===== src/rtl/dcd_pkg.sv =====
`timescale 1ns/1ps
package dcd_pkg;

  typedef enum logic [2:0] {
    OP_NONE, OP_ACT, OP_RD, OP_WR, OP_PRE, OP_REF, OP_MRS, OP_ZQ
  } op_e;

  localparam int N_STB = 7;
  localparam int S_ACT = 0;
  localparam int S_RD  = 1;
  localparam int S_WR  = 2;
  localparam int S_PRE = 3;
  localparam int S_REF = 4;
  localparam int S_MRS = 5;
  localparam int S_ZQ  = 6;

  function automatic logic [N_STB-1:0] op_to_stb(input op_e op);
    logic [N_STB-1:0] s;
    s = '0;
    case (op)
      OP_ACT:  s[S_ACT] = 1'b1;
      OP_RD:   s[S_RD]  = 1'b1;
      OP_WR:   s[S_WR]  = 1'b1;
      OP_PRE:  s[S_PRE] = 1'b1;
      OP_REF:  s[S_REF] = 1'b1;
      OP_MRS:  s[S_MRS] = 1'b1;
      OP_ZQ:   s[S_ZQ]  = 1'b1;
      default: s = '0;
    endcase
    return s;
  endfunction

endpackage


===== src/rtl/dcd_capture.sv =====
`timescale 1ns/1ps
module dcd_capture #(
  parameter int RANKS  = 2,
  parameter int BANK_W = 3,
  parameter int ADDR_W = 15
) (
  input  logic              clk,
  input  logic              rst,
  input  logic [RANKS-1:0]  sel_n_d,
  input  logic [2:0]        op_n_d,
  input  logic [BANK_W-1:0] bank_d,
  input  logic [ADDR_W-1:0] addr_d,
  output logic [RANKS-1:0]  sel_n_q,
  output logic [2:0]        op_n_q,
  output logic [BANK_W-1:0] bank_q,
  output logic [ADDR_W-1:0] addr_q
);

  always_ff @(posedge clk) begin
    if (rst) begin
      sel_n_q <= '1;
      op_n_q  <= '1;
      bank_q  <= '0;
      addr_q  <= '0;
    end else begin
      sel_n_q <= sel_n_d;
      op_n_q  <= op_n_d;
      bank_q  <= bank_d;
      addr_q  <= addr_d;
    end
  end

endmodule


===== src/rtl/dcd_classify.sv =====
`timescale 1ns/1ps
module dcd_classify
  import dcd_pkg::*;
#(
  parameter int RANKS = 2,
  localparam int RW   = (RANKS > 1) ? $clog2(RANKS) : 1,
  localparam int CW   = $clog2(RANKS + 1)
) (
  input  logic [RANKS-1:0] sel_n,
  input  logic [2:0]       op_n,
  output op_e              op,
  output logic [RW-1:0]    rank,
  output logic             multi
);

  logic [CW-1:0] n_low;
  op_e           raw;

  always_comb begin
    n_low = '0;
    rank  = '0;
    for (int r = 0; r < RANKS; r++) begin
      if (!sel_n[r]) begin
        n_low = n_low + 1'b1;
        rank  = RW'(r);
      end
    end
  end

  always_comb begin
    case (op_n)
      3'b011:  raw = OP_ACT;
      3'b101:  raw = OP_RD;
      3'b100:  raw = OP_WR;
      3'b010:  raw = OP_PRE;
      3'b001:  raw = OP_REF;
      3'b000:  raw = OP_MRS;
      3'b110:  raw = OP_ZQ;
      default: raw = OP_NONE;
    endcase
  end

  assign multi = (n_low > CW'(1));
  assign op    = (n_low == CW'(1)) ? raw : OP_NONE;

endmodule


===== src/rtl/dcd_rank_state.sv =====
`timescale 1ns/1ps
module dcd_rank_state #(
  parameter int BANK_W = 3,
  parameter int ADDR_W = 15,
  localparam int BANKS = 1 << BANK_W
) (
  input  logic              clk,
  input  logic              rst,
  input  logic [BANK_W-1:0] bank,
  input  logic              open_en,
  input  logic              close_en,
  input  logic              close_all,
  input  logic [ADDR_W-1:0] row_d,
  input  logic              mode_we,
  input  logic              mode_chop,
  output logic [BANKS-1:0]  open_vec,
  output logic [ADDR_W-1:0] row_q,
  output logic              chop_en
);

  logic [BANKS-1:0]  open_r;
  logic [ADDR_W-1:0] rows [BANKS];

  always_ff @(posedge clk) begin
    if (rst) begin
      open_r <= '0;
    end else if (close_all) begin
      open_r <= '0;
    end else begin
      if (open_en)  open_r[bank] <= 1'b1;
      if (close_en) open_r[bank] <= 1'b0;
    end
  end

  // row table without reset so it maps onto distributed RAM
  always_ff @(posedge clk) begin
    if (open_en) rows[bank] <= row_d;
  end

  always_ff @(posedge clk) begin
    if (rst)          chop_en <= 1'b0;
    else if (mode_we) chop_en <= mode_chop;
  end

  assign open_vec = open_r;
  assign row_q    = rows[bank];

endmodule


===== src/rtl/dramcmd_decoder.sv =====
`timescale 1ns/1ps
module dramcmd_decoder
  import dcd_pkg::*;
#(
  parameter int  RANKS  = 2,
  parameter int  BANK_W = 3,
  parameter int  ADDR_W = 15,
  parameter bit  DEV_X4 = 1'b1,
  localparam int RW     = (RANKS > 1) ? $clog2(RANKS) : 1,
  localparam int COL_W  = DEV_X4 ? 11 : 10,
  localparam int BANKS  = 1 << BANK_W
) (
  input  logic              clk,
  input  logic              rst,
  input  logic [RANKS-1:0]  in_sel_n,
  input  logic [2:0]        in_op_n,
  input  logic [BANK_W-1:0] in_bank,
  input  logic [ADDR_W-1:0] in_addr,
  output logic [N_STB-1:0]  cmd_stb,
  output logic [RW-1:0]     cmd_rank,
  output logic [BANK_W-1:0] cmd_bank,
  output logic [ADDR_W-1:0] cmd_row,
  output logic [COL_W-1:0]  cmd_col,
  output logic              cmd_autopre,
  output logic              cmd_preall,
  output logic              cmd_chop,
  output logic [1:0]        cmd_mrsel,
  output logic              err_multi_cs,
  output logic              err_sequence
);

  localparam int AP_BIT = 10;
  localparam int BC_BIT = 12;

  logic [RANKS-1:0]  sel_q;
  logic [2:0]        op_q;
  logic [BANK_W-1:0] bank_q;
  logic [ADDR_W-1:0] addr_q;

  dcd_capture #(.RANKS(RANKS), .BANK_W(BANK_W), .ADDR_W(ADDR_W)) u_cap (
    .clk(clk), .rst(rst),
    .sel_n_d(in_sel_n), .op_n_d(in_op_n), .bank_d(in_bank), .addr_d(in_addr),
    .sel_n_q(sel_q), .op_n_q(op_q), .bank_q(bank_q), .addr_q(addr_q)
  );

  op_e          op;
  logic [RW-1:0] rank;
  logic         multi;

  dcd_classify #(.RANKS(RANKS)) u_cls (
    .sel_n(sel_q), .op_n(op_q), .op(op), .rank(rank), .multi(multi)
  );

  logic [BANKS-1:0]  open_vec [RANKS];
  logic [ADDR_W-1:0] row_rd   [RANKS];
  logic              chop_en  [RANKS];

  logic is_act, is_rdwr, is_pre, is_mrs, bank_open, seq_bad;
  logic ap_bit;

  assign ap_bit    = addr_q[AP_BIT];
  assign is_act    = (op == OP_ACT);
  assign is_rdwr   = (op == OP_RD) || (op == OP_WR);
  assign is_pre    = (op == OP_PRE);
  assign is_mrs    = (op == OP_MRS);
  assign bank_open = open_vec[rank][bank_q];
  assign seq_bad   = (is_rdwr && !bank_open) || (is_act && bank_open);

  for (genvar r = 0; r < RANKS; r++) begin : g_rank
    logic hit;
    assign hit = (rank == RW'(r)) && (op != OP_NONE);
    dcd_rank_state #(.BANK_W(BANK_W), .ADDR_W(ADDR_W)) u_st (
      .clk(clk), .rst(rst), .bank(bank_q),
      .open_en(hit && is_act && !bank_open),
      .close_en(hit && ((is_pre && !ap_bit) || (is_rdwr && ap_bit))),
      .close_all(hit && is_pre && ap_bit),
      .row_d(addr_q),
      .mode_we(hit && is_mrs && (bank_q == '0)),
      .mode_chop(addr_q[1:0] == 2'b01),
      .open_vec(open_vec[r]), .row_q(row_rd[r]), .chop_en(chop_en[r])
    );
  end

  logic [COL_W-1:0] col_sel;
  if (DEV_X4) begin : g_x4
    assign col_sel = {addr_q[11], addr_q[9:0]};
  end else begin : g_x8
    assign col_sel = addr_q[9:0];
  end

  logic [ADDR_W-1:0] row_nx;
  always_comb begin
    row_nx = '0;
    if (is_act || is_mrs)          row_nx = addr_q;
    else if (is_rdwr && bank_open) row_nx = row_rd[rank];
  end

  always_ff @(posedge clk) begin
    if (rst) begin
      cmd_stb      <= '0;
      cmd_rank     <= '0;
      cmd_bank     <= '0;
      cmd_row      <= '0;
      cmd_col      <= '0;
      cmd_autopre  <= 1'b0;
      cmd_preall   <= 1'b0;
      cmd_chop     <= 1'b0;
      cmd_mrsel    <= '0;
      err_multi_cs <= 1'b0;
      err_sequence <= 1'b0;
    end else begin
      cmd_stb      <= op_to_stb(op);
      cmd_rank     <= (op != OP_NONE) ? rank : '0;
      cmd_bank     <= (is_act || is_rdwr || is_pre) ? bank_q : '0;
      cmd_row      <= row_nx;
      cmd_col      <= is_rdwr ? col_sel : '0;
      cmd_autopre  <= is_rdwr && ap_bit;
      cmd_preall   <= is_pre && ap_bit;
      cmd_chop     <= is_rdwr && chop_en[rank] && !addr_q[BC_BIT];
      cmd_mrsel    <= is_mrs ? bank_q[1:0] : 2'b00;
      err_multi_cs <= multi;
      err_sequence <= seq_bad;
    end
  end

endmodule


===== config.mk =====
export PLATFORM = sky130hd
export DESIGN_NAME = dramcmd_decoder
export DESIGN_NICKNAME = d
export VERILOG_FILES = /design/src/rtl/dcd_pkg.sv /design/src/rtl/dcd_capture.sv /design/src/rtl/dcd_classify.sv /design/src/rtl/dcd_rank_state.sv /design/src/rtl/dramcmd_decoder.sv
export SDC_FILE = /design/constraint.sdc
export NUM_CORES = 1
export LEC_CHECK = 0
export ABC_AREA = 1
export BUFFER_PORTS_ARGS = -buffer_cell sky130_fd_sc_hd__buf_2
export CAP_MARGIN = 25
export CORE_ASPECT_RATIO = 0.9
export CORE_UTILIZATION = 30
export DETAILED_ROUTE_END_ITERATION = 8
export HOLD_SLACK_MARGIN = 0.15
export RECOVER_POWER = 50
export SLEW_MARGIN = 20
export SYNTH_ARGS = -nofsm -noshare
export SYNTH_HDL_FRONTEND = slang
export SYNTH_HIERARCHICAL = 1
export SYNTH_SLANG_ARGS = --single-unit

===== constraint.sdc =====
create_clock -name clk -period 5.7 [get_ports clk]
set_clock_uncertainty 0.2 [all_clocks]
set_input_delay 0.285 -clock clk [delete_from_list [all_inputs] [get_ports clk]]
set_output_delay 0.285 -clock clk [all_outputs]
set_load 0.01 [all_outputs]

==> results of run 1 <==
[layer usage]
metal  GRT usage, %  up-vias  share of wire (%)
met2           23.9      228                 47
met4           3.72        0                2.2
met5              0        -                  0
met3           2.28       50                5.1
met1           20.4     4566                 46
li1               -     4639                  -
[logic make-up (layout without fill, tap and decap cells)]
logic type               Yosys count  after routing  synth area share [%]
AND/OR/NAND/NOR                  882            882                  26.4
multiplexers                       2              2                 0.148
flip-flops                       325            325                  66.0
other                              0              2                     0
buffers and inverters            146            255                  5.26
adder cells (fa/ha/maj)            1              1                0.0927
AO/OA/AOI/OAI                     43             43                  2.12
[critical path, cell delays in order (launching register included)]
cell     delay [ns]
dfxtp_1        0.30
inv_1          0.66
ha_1           0.26
nand2_1        0.06
nor2_1         0.22
inv_2          0.09
or2_4          0.27
nor2_8         0.11
nand2_1        0.09
nor2_1         0.16
inv_1          0.22
nor2_2         0.73
[registers in the layout, summed over array words and instances, names as in the netlist, 2 cells and up]
| name | flops |
|---|---|
| u_cap/addr_q | 15 |
| cmd_col | 11 |
| g_rank.u_st/chop_en | 2 |
| cmd_mrsel | 2 |
| g_rank.u_st/open_vec | 16 |
| cmd_row | 15 |
| u_cap/op_n_q | 3 |
| g_rank.u_st/rows | 240 |
| u_cap/sel_n_q | 2 |
| u_cap/bank_q | 3 |
| cmd_stb | 7 |
| cmd_bank | 3 |
[worst paths after layout]
| check | start | to | slack (ns) | depth (start not counted) |
|---|---|---|---|---|
| setup / recovery | u_cap/sel_n_q[1]$_SDFF_PP1_ | g_rank[0].u_st/rows[7][8]$_DFFE_PP_ | 1.94 | 11 |
| hold / removal | in_op_n[0] | u_cap/op_n_q[0]$_SDFF_PP1_ | 0.24 | 4 |
| setup reg to reg | u_cap/sel_n_q[1]$_SDFF_PP1_ | g_rank[0].u_st/rows[7][8]$_DFFE_PP_ | 1.94 | 11 |
| hold reg to reg | g_rank[1].u_st/open_vec[5]$_SDFF_PP0_ | g_rank[1].u_st/open_vec[5]$_SDFF_PP0_ | 0.25 | 2 |
[stage by stage]
| step | util (%) | cells |
|---|---|---|
| floorplan | - | 1399 |
| global placement | 32.4 | 2025 |
| detailed placement | 32.5 | 2027 |
| CTS | 35.3 | 2106 |
| global route | 35.2 | 2108 |
| finish | 35.2 | 2110 |
[report_power, final]
group | switching [uW] | total, uW | leakage [uW] | internal (uW)
clock | 870 | 2080 | 0.000491 | 1210
sequential | 51.3 | 2620 | 0.00258 | 2570
combinational | 241 | 345 | 0.00308 | 104
[layout make-up]
class                   instances  area, sq um  share of cell area, %
clock buffers                  40          831                   5.32
well taps                     600          751                   4.81
clock inverters                16          184                   1.18
multi-input cells             928         3880                   24.8
flip-flops and latches        325         8910                   57.1
diodes                          2         5.00                 0.0321
inverters                      86          330                   2.12
repair buffers                113          714                   4.58
[layout by cell type, fill, tap and decap left out, types with 17 or more instances in the layout]
master	count
edfxtp_1	240
buf_4	17
clkbuf_16	32
buf_2	23
clkbuf_1	55
dfxtp_1	82
dlygate4sd3_1	24
inv_1	77
nand2_1	693
nand3_1	29
nor2_1	107
==> flow_summary.yaml, run 1 <==
run_status:
  status: "finished, final reports clean"
cts:
  clock-root-buffer: "clkbuf_16"
  hold_buffers: 23
  clk_path_buf_depth: 3
  cts_tree: "built"
  numClockSinks: 325
  path_clk_slew_ns: 0.06
  numCtsBuffers: 30
  h-tree-depth: 1
  clk_latency_ns: 0.57
  cts-resized-gates: 0
  cts_setup_buffers: 0
placement:
  dpl_cell_area_sq_um: 14400
  dp_slack_ns: 1.98
  dp_hpwl_um: 20300
  portBuffers: 68
  routabilityCongestion: 0.810
timing:
  hold_viol: 0
  setup_slack_ns: 1.94
  fmax_ghz: 0.266
  period_minus_slack_ns: 3.76
  fin_setup_tns_ns: 0
  timing.hold.ws_ns: 0.236
  maxSlewHeadroom_pct: 2.34
  finalSetupViolCount: 0
  worstMarginPinSlew_ns: 1.46
  maxSlewViolCount: 0
  rsz0062_at_grt: "false"
  period_share_pct: 66.0
worst_setup_path:
  critical_path_class: "reg2reg"
  end_kind: "flop"
  cp_data_required_time_ns: 5.68
  cp-start-kind: "flop"
  cp.arrival_ns: 3.74
  cp_max_fo: 29
finish:
  fin_area_sq_um: 15600
  fin_nets: 1510
  syn2layout_area_growth_pct: 15.7
  fill_cells: 4491
  drive_above_1_share_pct: 9.68
power_and_ir_drop:
  ir_drop_uv: 233
  leakage_uw: 0.00615
  power_uw: 5040
  p_per_area_nw_per_um2: 323
synth:
  synth_top_area_cell: "edfxtp_1"
  synthTopCellsByCount: "nand2_1 (693), edfxtp_1 (240), nor2_1 (107), dfxtp_1 (85), inv_1 (77)"
  yosys_warnings: 6
  synth_most_common_cell: "nand2_1"
  async_flop_share_pct: 0
  yosys_register_bits: 325
  synth_nets: 1425
  synthCells: 1399
  synth_seq_area_share_pct: 66.0
  avgSynthCellArea_sq_um: 9.65
  synthesis.area_sq_um: 13500
  yosysUniqueCellTypes: 33
  synth_ff_type: "edfxtp_1"
  ys_top_cells_by_area: "edfxtp_1 (53%), nand2_1 (19%), dfxtp_1 (13%), nor2_1 (3.0%), inv_1 (2.1%)"
  synth_enable_flop_cells: 240
  synth_top_area_share_pct: 53.4
routing:
  dr_total_vias: 9483
  wl_per_cell_um: 15.9
  post-route-drc-count: 0
  ant_nets: 0
  drtPass1Iterations: 5
  initialDrtViolationCount: 781
  post_drt_via_cell_ratio: 4.49
  finalWirelength_um: 33500
global_route:
  grt_pass1_wl_um: 51800
  track_usage_pct: 14.7
  gr-total-overflow: 0
  antenna_found_initial: 1
  grt_max_degree: 65
  grt_pass1_vias: 9058
job:
  max-cap-violations: 0
floorplan:
  ios: 69
  die_area_sq_um: 45800
  fp.dieW_um: 226
  core_area_sq_um: 44300
  die_h_um: 203
  row_count: 73
  start_util_pct: 30.5
worst_hold_path:
  hold_path.class: "in2reg"
Note: power is estimated with default switching activity, not from simulation.
==> run 2: changes to the inputs <==
==> constraint.sdc (replaced) <==
create_clock -name clk -period 3.41 [get_ports clk]
set_clock_uncertainty 0.2 [all_clocks]
set_input_delay 0.1705 -clock clk [delete_from_list [all_inputs] [get_ports clk]]
set_output_delay 0.1705 -clock clk [all_outputs]
set_load 0.01 [all_outputs]
==> run 2 against run 1 <==
First-iteration DRC count up 12%. Power up 68%. Highest routed layer unchanged. Count of clock-buffer cells in the layout unchanged. Core utilization up 1.2 points. Maximum frequency up 27%. Setup slack worse by 1.5 ns. Largest power group unchanged. Critical path type unchanged.
==> flow_summary.yaml, run 2 (same netlist as run 1, synthesis figures left out) <==
cts:
  clk_path_buf_depth: 3
  hold_buffers: 70
  cts_setup_buffers: 0
  cts_tree: "built"
  clock-root-buffer: "clkbuf_16"
  numCtsBuffers: 31
  cts-resized-gates: 0
  path_clk_slew_ns: 0.06
  h-tree-depth: 1
  clk_latency_ns: 0.58
  numClockSinks: 325
power_and_ir_drop:
  ir_drop_uv: 397
  p_per_area_nw_per_um2: 523
  leakage_uw: 0.00644
routing:
  dr_total_vias: 9709
  wl_per_cell_um: 16.1
  finalWirelength_um: 35100
  post_drt_via_cell_ratio: 4.47
  ant_nets: 0
  initialDrtViolationCount: 873
  drtPass1Iterations: 5
  post-route-drc-count: 0
job:
  max-cap-violations: 0
finish:
  drive_above_1_share_pct: 10.5
  fin_area_sq_um: 16100
  largest_reg_flops: 240
  syn2layout_area_growth_pct: 19.6
  final_cell_mix: "nand2_1 (694), edfxtp_1 (240), nor2_1 (107)"
  final_common_cell: "nand2_1"
  largest_register: "g_rank.u_st/rows"
  antenna_cells: 0
  final_cells: 2174
  fin_nets: 1575
  fill_cells: 4420
global_route:
  gr-total-overflow: 0
  antenna_found_initial: 0
  grt_max_degree: 73
  grt_pass1_vias: 9528
  grt_pass1_wl_um: 53800
  track_usage_pct: 15.4
worst_setup_path:
  ff2ff_path_depth: 14
  cp_max_fo: 28
  cp_data_required_time_ns: 3.47
  regToRegSetupSlack_ns: 0.44
  critical_path_class: "reg2reg"
  cp-start-kind: "flop"
  end_kind: "flop"
  cp.arrival_ns: 3.03
timing:
  finalSetupViolCount: 0
  hold_viol: 0
  period_share_pct: 87.2
  fmax_ghz: 0.336
  rsz0062_at_grt: "false"
  fin_setup_tns_ns: 0
  maxSlewViolCount: 0
  maxSlewHeadroom_pct: 2.70
  period_minus_slack_ns: 2.97
  worstMarginPinSlew_ns: 1.46
placement:
  dp.cells: 2043
  portBuffers: 68
  routabilityCongestion: 0.910
  dpl_cell_area_sq_um: 14500
  dp_hpwl_um: 22200
floorplan:
  row_count: 73
  start_util_pct: 30.5
  die_h_um: 203
  ios: 69
  fp.dieW_um: 226
  core_area_sq_um: 44300
  die_area_sq_um: 45800
worst_hold_path:
  hold_path.class: "reg2reg"
  worstHoldPathCells: 2
run_status:
  status: "finished, final reports clean"
[run 2: where the power goes]
| part | leakage (uW) | internal (uW) | switching (uW) |
|---|---|---|---|
| combinational | 0.00335 | 211 | 447 |
| clock | 0.000510 | 1920 | 1510 |
| sequential | 0.00258 | 4290 | 69.1 |
| total | 0.00644 | 6420 | 2020 |
[run 2: metrics by stage]
step | power [uW] | utilization [%] | worst slack [ns] | hold WS, ns
6_report | 8450 | 36.4 | 0.438 | 0.249
5_1_grt | 8720 | 36.4 | 0.213 | 0.283
4_1_cts | 8490 | 36.6 | 0.480 | 0.250
3_5_place_dp | 5040 | 32.8 | 0.504 | 0.156
3_3_place_gp | 5030 | 32.7 | 0.549 | 0.153
2_1_floorplan | 4820 | - | 0.394 | 0.0429
[run 2: area by class of cell]
| class | count | area [sq um] | area share, % |
|---|---|---|---|
| Multi-Input combinational cell | 928 | 3870 | 24.0 |
| Tap cell | 600 | 751 | 4.65 |
| Inverter | 86 | 328 | 2.03 |
| Sequential cell | 325 | 8910 | 55.2 |
| Clock inverter | 18 | 160 | 0.992 |
| Clock buffer | 40 | 851 | 5.27 |
| Timing Repair Buffer | 177 | 1260 | 7.81 |
[run 2: final timing paths]
check / from / end
max reg2reg: u_cap/sel_n_q[1]$_SDFF_PP1_ / g_rank[0].u_st/rows[2][14]$_DFFE_PP_
min: g_rank[1].u_st/open_vec[5]$_SDFF_PP0_ / g_rank[1].u_st/open_vec[5]$_SDFF_PP0_
max: u_cap/sel_n_q[1]$_SDFF_PP1_ / g_rank[0].u_st/rows[2][14]$_DFFE_PP_
min reg2reg: g_rank[1].u_st/open_vec[5]$_SDFF_PP0_ / g_rank[1].u_st/open_vec[5]$_SDFF_PP0_
[run 2: worst max-delay path: stages, from the launching register on]
cell and delay, ns:
dfxtp_1 0.31, inv_1 0.05, buf_4 0.22, inv_6 0.20
nand2_1 0.08, nand3_1 0.08, nand3_1 0.12, nand3_2 0.13
nand2_4 0.17, inv_1 0.11, nand2_1 0.07, nor2_1 0.17
inv_1 0.23, nor2_1 0.20, buf_4 0.27
[run 2: per-layer routing]
| metal | GRT usage, % | wire, um |
|---|---|---|
| met1 | 21.3 | 16200 |
| met2 | 24.5 | 15900 |
| met3 | 2.29 | 1980 |
| met4 | 5.08 | 1070 |
| met5 | 0 | 0 |
==> run 3: changes to the inputs <==
--- a/config.mk
+++ b/config.mk
@@ -6,7 +6,7 @@
 export NUM_CORES = 1
 export LEC_CHECK = 0
 export ABC_AREA = 1
-export BUFFER_PORTS_ARGS = -buffer_cell sky130_fd_sc_hd__buf_2
+export BUFFER_PORTS_ARGS = -buffer_cell sky130_fd_sc_hd__buf_4
 export CAP_MARGIN = 25
 export CORE_ASPECT_RATIO = 0.9
 export CORE_UTILIZATION = 30
==> run 3 against run 2 <==
Flip-flop and latch count is the same. Worst hold slack improved by 0.010 ns. Clock power is 2% higher. Maximum frequency increased by 2.1%. Critical path depth increased by 1. Critical path type unchanged.
==> flow_summary.yaml, run 3 (same netlist as run 1, synthesis figures left out) <==
power_and_ir_drop:
  switching_power_uw: 1990
  p_int_uw: 6530
  p_comb_share_pct: 7.5
  p_per_area_nw_per_um2: 526
  ir_drop_uv: 432
  clkPwrFrac_pct: 41.2
  p_seq_share_pct: 51.2
  power_uw: 8520
  p_sw_share_pct: 23.4
  leakage_uw: 0.00643
timing:
  maxSlewViolCount: 0
  finalSetupViolCount: 0
  period_share_pct: 85.4
  fmax_ghz: 0.343
  maxSlewHeadroom_pct: 2.57
  rsz0062_at_grt: "false"
  timing.hold.ws_ns: 0.259
  worstMarginPinSlew_ns: 1.46
  hold_viol: 0
  period_minus_slack_ns: 2.91
  fin_setup_tns_ns: 0
routing:
  finalWirelength_um: 34300
  ant_nets: 0
  dr_total_vias: 9726
  wl_per_cell_um: 15.8
  initialDrtViolationCount: 755
  drtPass1Iterations: 7
  post_drt_via_cell_ratio: 4.48
  post-route-drc-count: 0
global_route:
  antenna_found_initial: 2
  gr-total-overflow: 0
  track_usage_pct: 15.1
  grt_pass1_vias: 9525
  grt_max_degree: 65
  grt_pass1_wl_um: 53400
floorplan:
  fp.dieW_um: 226
  core_area_sq_um: 44300
  die_area_sq_um: 45800
  start_util_pct: 30.5
  ios: 69
  row_count: 73
  die_h_um: 203
cts:
  clock-root-buffer: "clkbuf_16"
  cts_setup_buffers: 0
  numCtsBuffers: 31
  cts-resized-gates: 0
  h-tree-depth: 1
  clk_path_buf_depth: 3
  numClockSinks: 325
  path_clk_slew_ns: 0.07
  clk_latency_ns: 0.58
  cts_tree: "built"
finish:
  largest_register: "g_rank.u_st/rows"
  fin_nets: 1570
  final_util_pct: 36.5
  final_cell_mix: "nand2_1 (693), edfxtp_1 (240), nor2_1 (107)"
  fin_area_sq_um: 16200
  drive_above_1_share_pct: 10.5
  largest_reg_flops: 240
  final_common_cell: "nand2_1"
  syn2layout_area_growth_pct: 20.0
run_status:
  status: "finished, final reports clean"
worst_setup_path:
  critical_path_class: "reg2reg"
  path_buf_inv: 6
  cpMostUsedCell: "nand2_1"
  cp_top_family: "buffers and inverters"
  cp-start-kind: "flop"
  end_kind: "flop"
  cp_max_fo: 28
  cp_slowest_cell: "dfxtp_1"
  cp.arrival_ns: 2.95
  cp_data_required_time_ns: 3.45
  max_stage_delay_ns: 0.30
  cp_cell_sequence: "inv_1 -> buf_4 -> inv_6 -> nand2_1 -> nand2_1 -> nand2_1 -> nand3_1 -> nand3_2 -> nand2_4 -> inv_1 -> nand2_1 -> nor2_1 -> inv_1 -> nor2_1 -> buf_4"
job:
  max-cap-violations: 0
placement:
  dp_hpwl_um: 21300
  dpl_cell_area_sq_um: 14700
  portBuffers: 68
  routabilityCongestion: 0.881
worst_hold_path:
  hold_path.class: "reg2reg"
==> run 3: cell types whose count changed in the layout (fill, tap and decap cells not counted), moves of 3 or more <==
cell | previous run | this run
inv_4 | 3 | 0
clkinvlp_4 | 0 | 4
clkbuf_4 | 0 | 9
buf_4 | 30 | 46
buf_2 | 23 | 0
==> run 3: timing repair <==
action	CTS	global route
hold endpoints to repair	47	0
hold buffers	68	0
setup endpoints to repair	0	0
==> run 3: worst min-delay path: stages (launching register included) <==
cell     delay (ns)
dfxtp_1        0.32
inv_1          0.05
a21oi_1        0.05
==> run 3: path summary, 6_finish.rpt <==
kind | startpoint | endpoint | slack, ns | cells after the start
worst max-delay path | u_cap/sel_n_q[1]$_SDFF_PP1_ | g_rank[0].u_st/rows[0][9]$_DFFE_PP_ | 0.50 | 15
worst min-delay path | g_rank[0].u_st/open_vec[5]$_SDFF_PP0_ | g_rank[0].u_st/open_vec[5]$_SDFF_PP0_ | 0.26 | 2
worst min register to register | g_rank[0].u_st/open_vec[5]$_SDFF_PP0_ | g_rank[0].u_st/open_vec[5]$_SDFF_PP0_ | 0.26 | 2
worst max register to register | u_cap/sel_n_q[1]$_SDFF_PP1_ | g_rank[0].u_st/rows[0][9]$_DFFE_PP_ | 0.50 | 15
==> run 3: per-layer routing <==
metal / wire length [um] / vias to the layer above / track usage [%]
li1: - / 4747 / -
met4: 588 / 0 / 3.43
met5: 0 / - / 0
met2: 15500 / 301 / 23.6
met1: 15700 / 4634 / 21.5
met3: 2470 / 44 / 3.18
==> run 3: power by group through the flow <==
stage,combinational (uW),clock (uW),sequential (uW)
after floorplan,405,0,4420
after global placement,576,0,4450
after detailed placement,584,0,4450
after CTS,645,3570,4370
after global routing,720,3730,4370
final,642,3510,4360
==> run 3: cell type report <==
cell class | count | area (sq um)
inverters | 86 | 328
multi-input cells | 928 | 3880
well taps | 600 | 751
fillers | 4439 | 28100
clock buffers | 39 | 826
clock inverters | 19 | 213
flip-flops and latches | 325 | 8910
diodes | 1 | 2.50
repair buffers | 172 | 1280
==> run 3: metrics by stage <==
stage               std cells  setup WS [ns]
floorplan                1399          0.394
global placement         2042          0.591
detailed placement       2043          0.575
CTS                      2169          0.549
global route             2169          0.279
finish                   2170          0.499
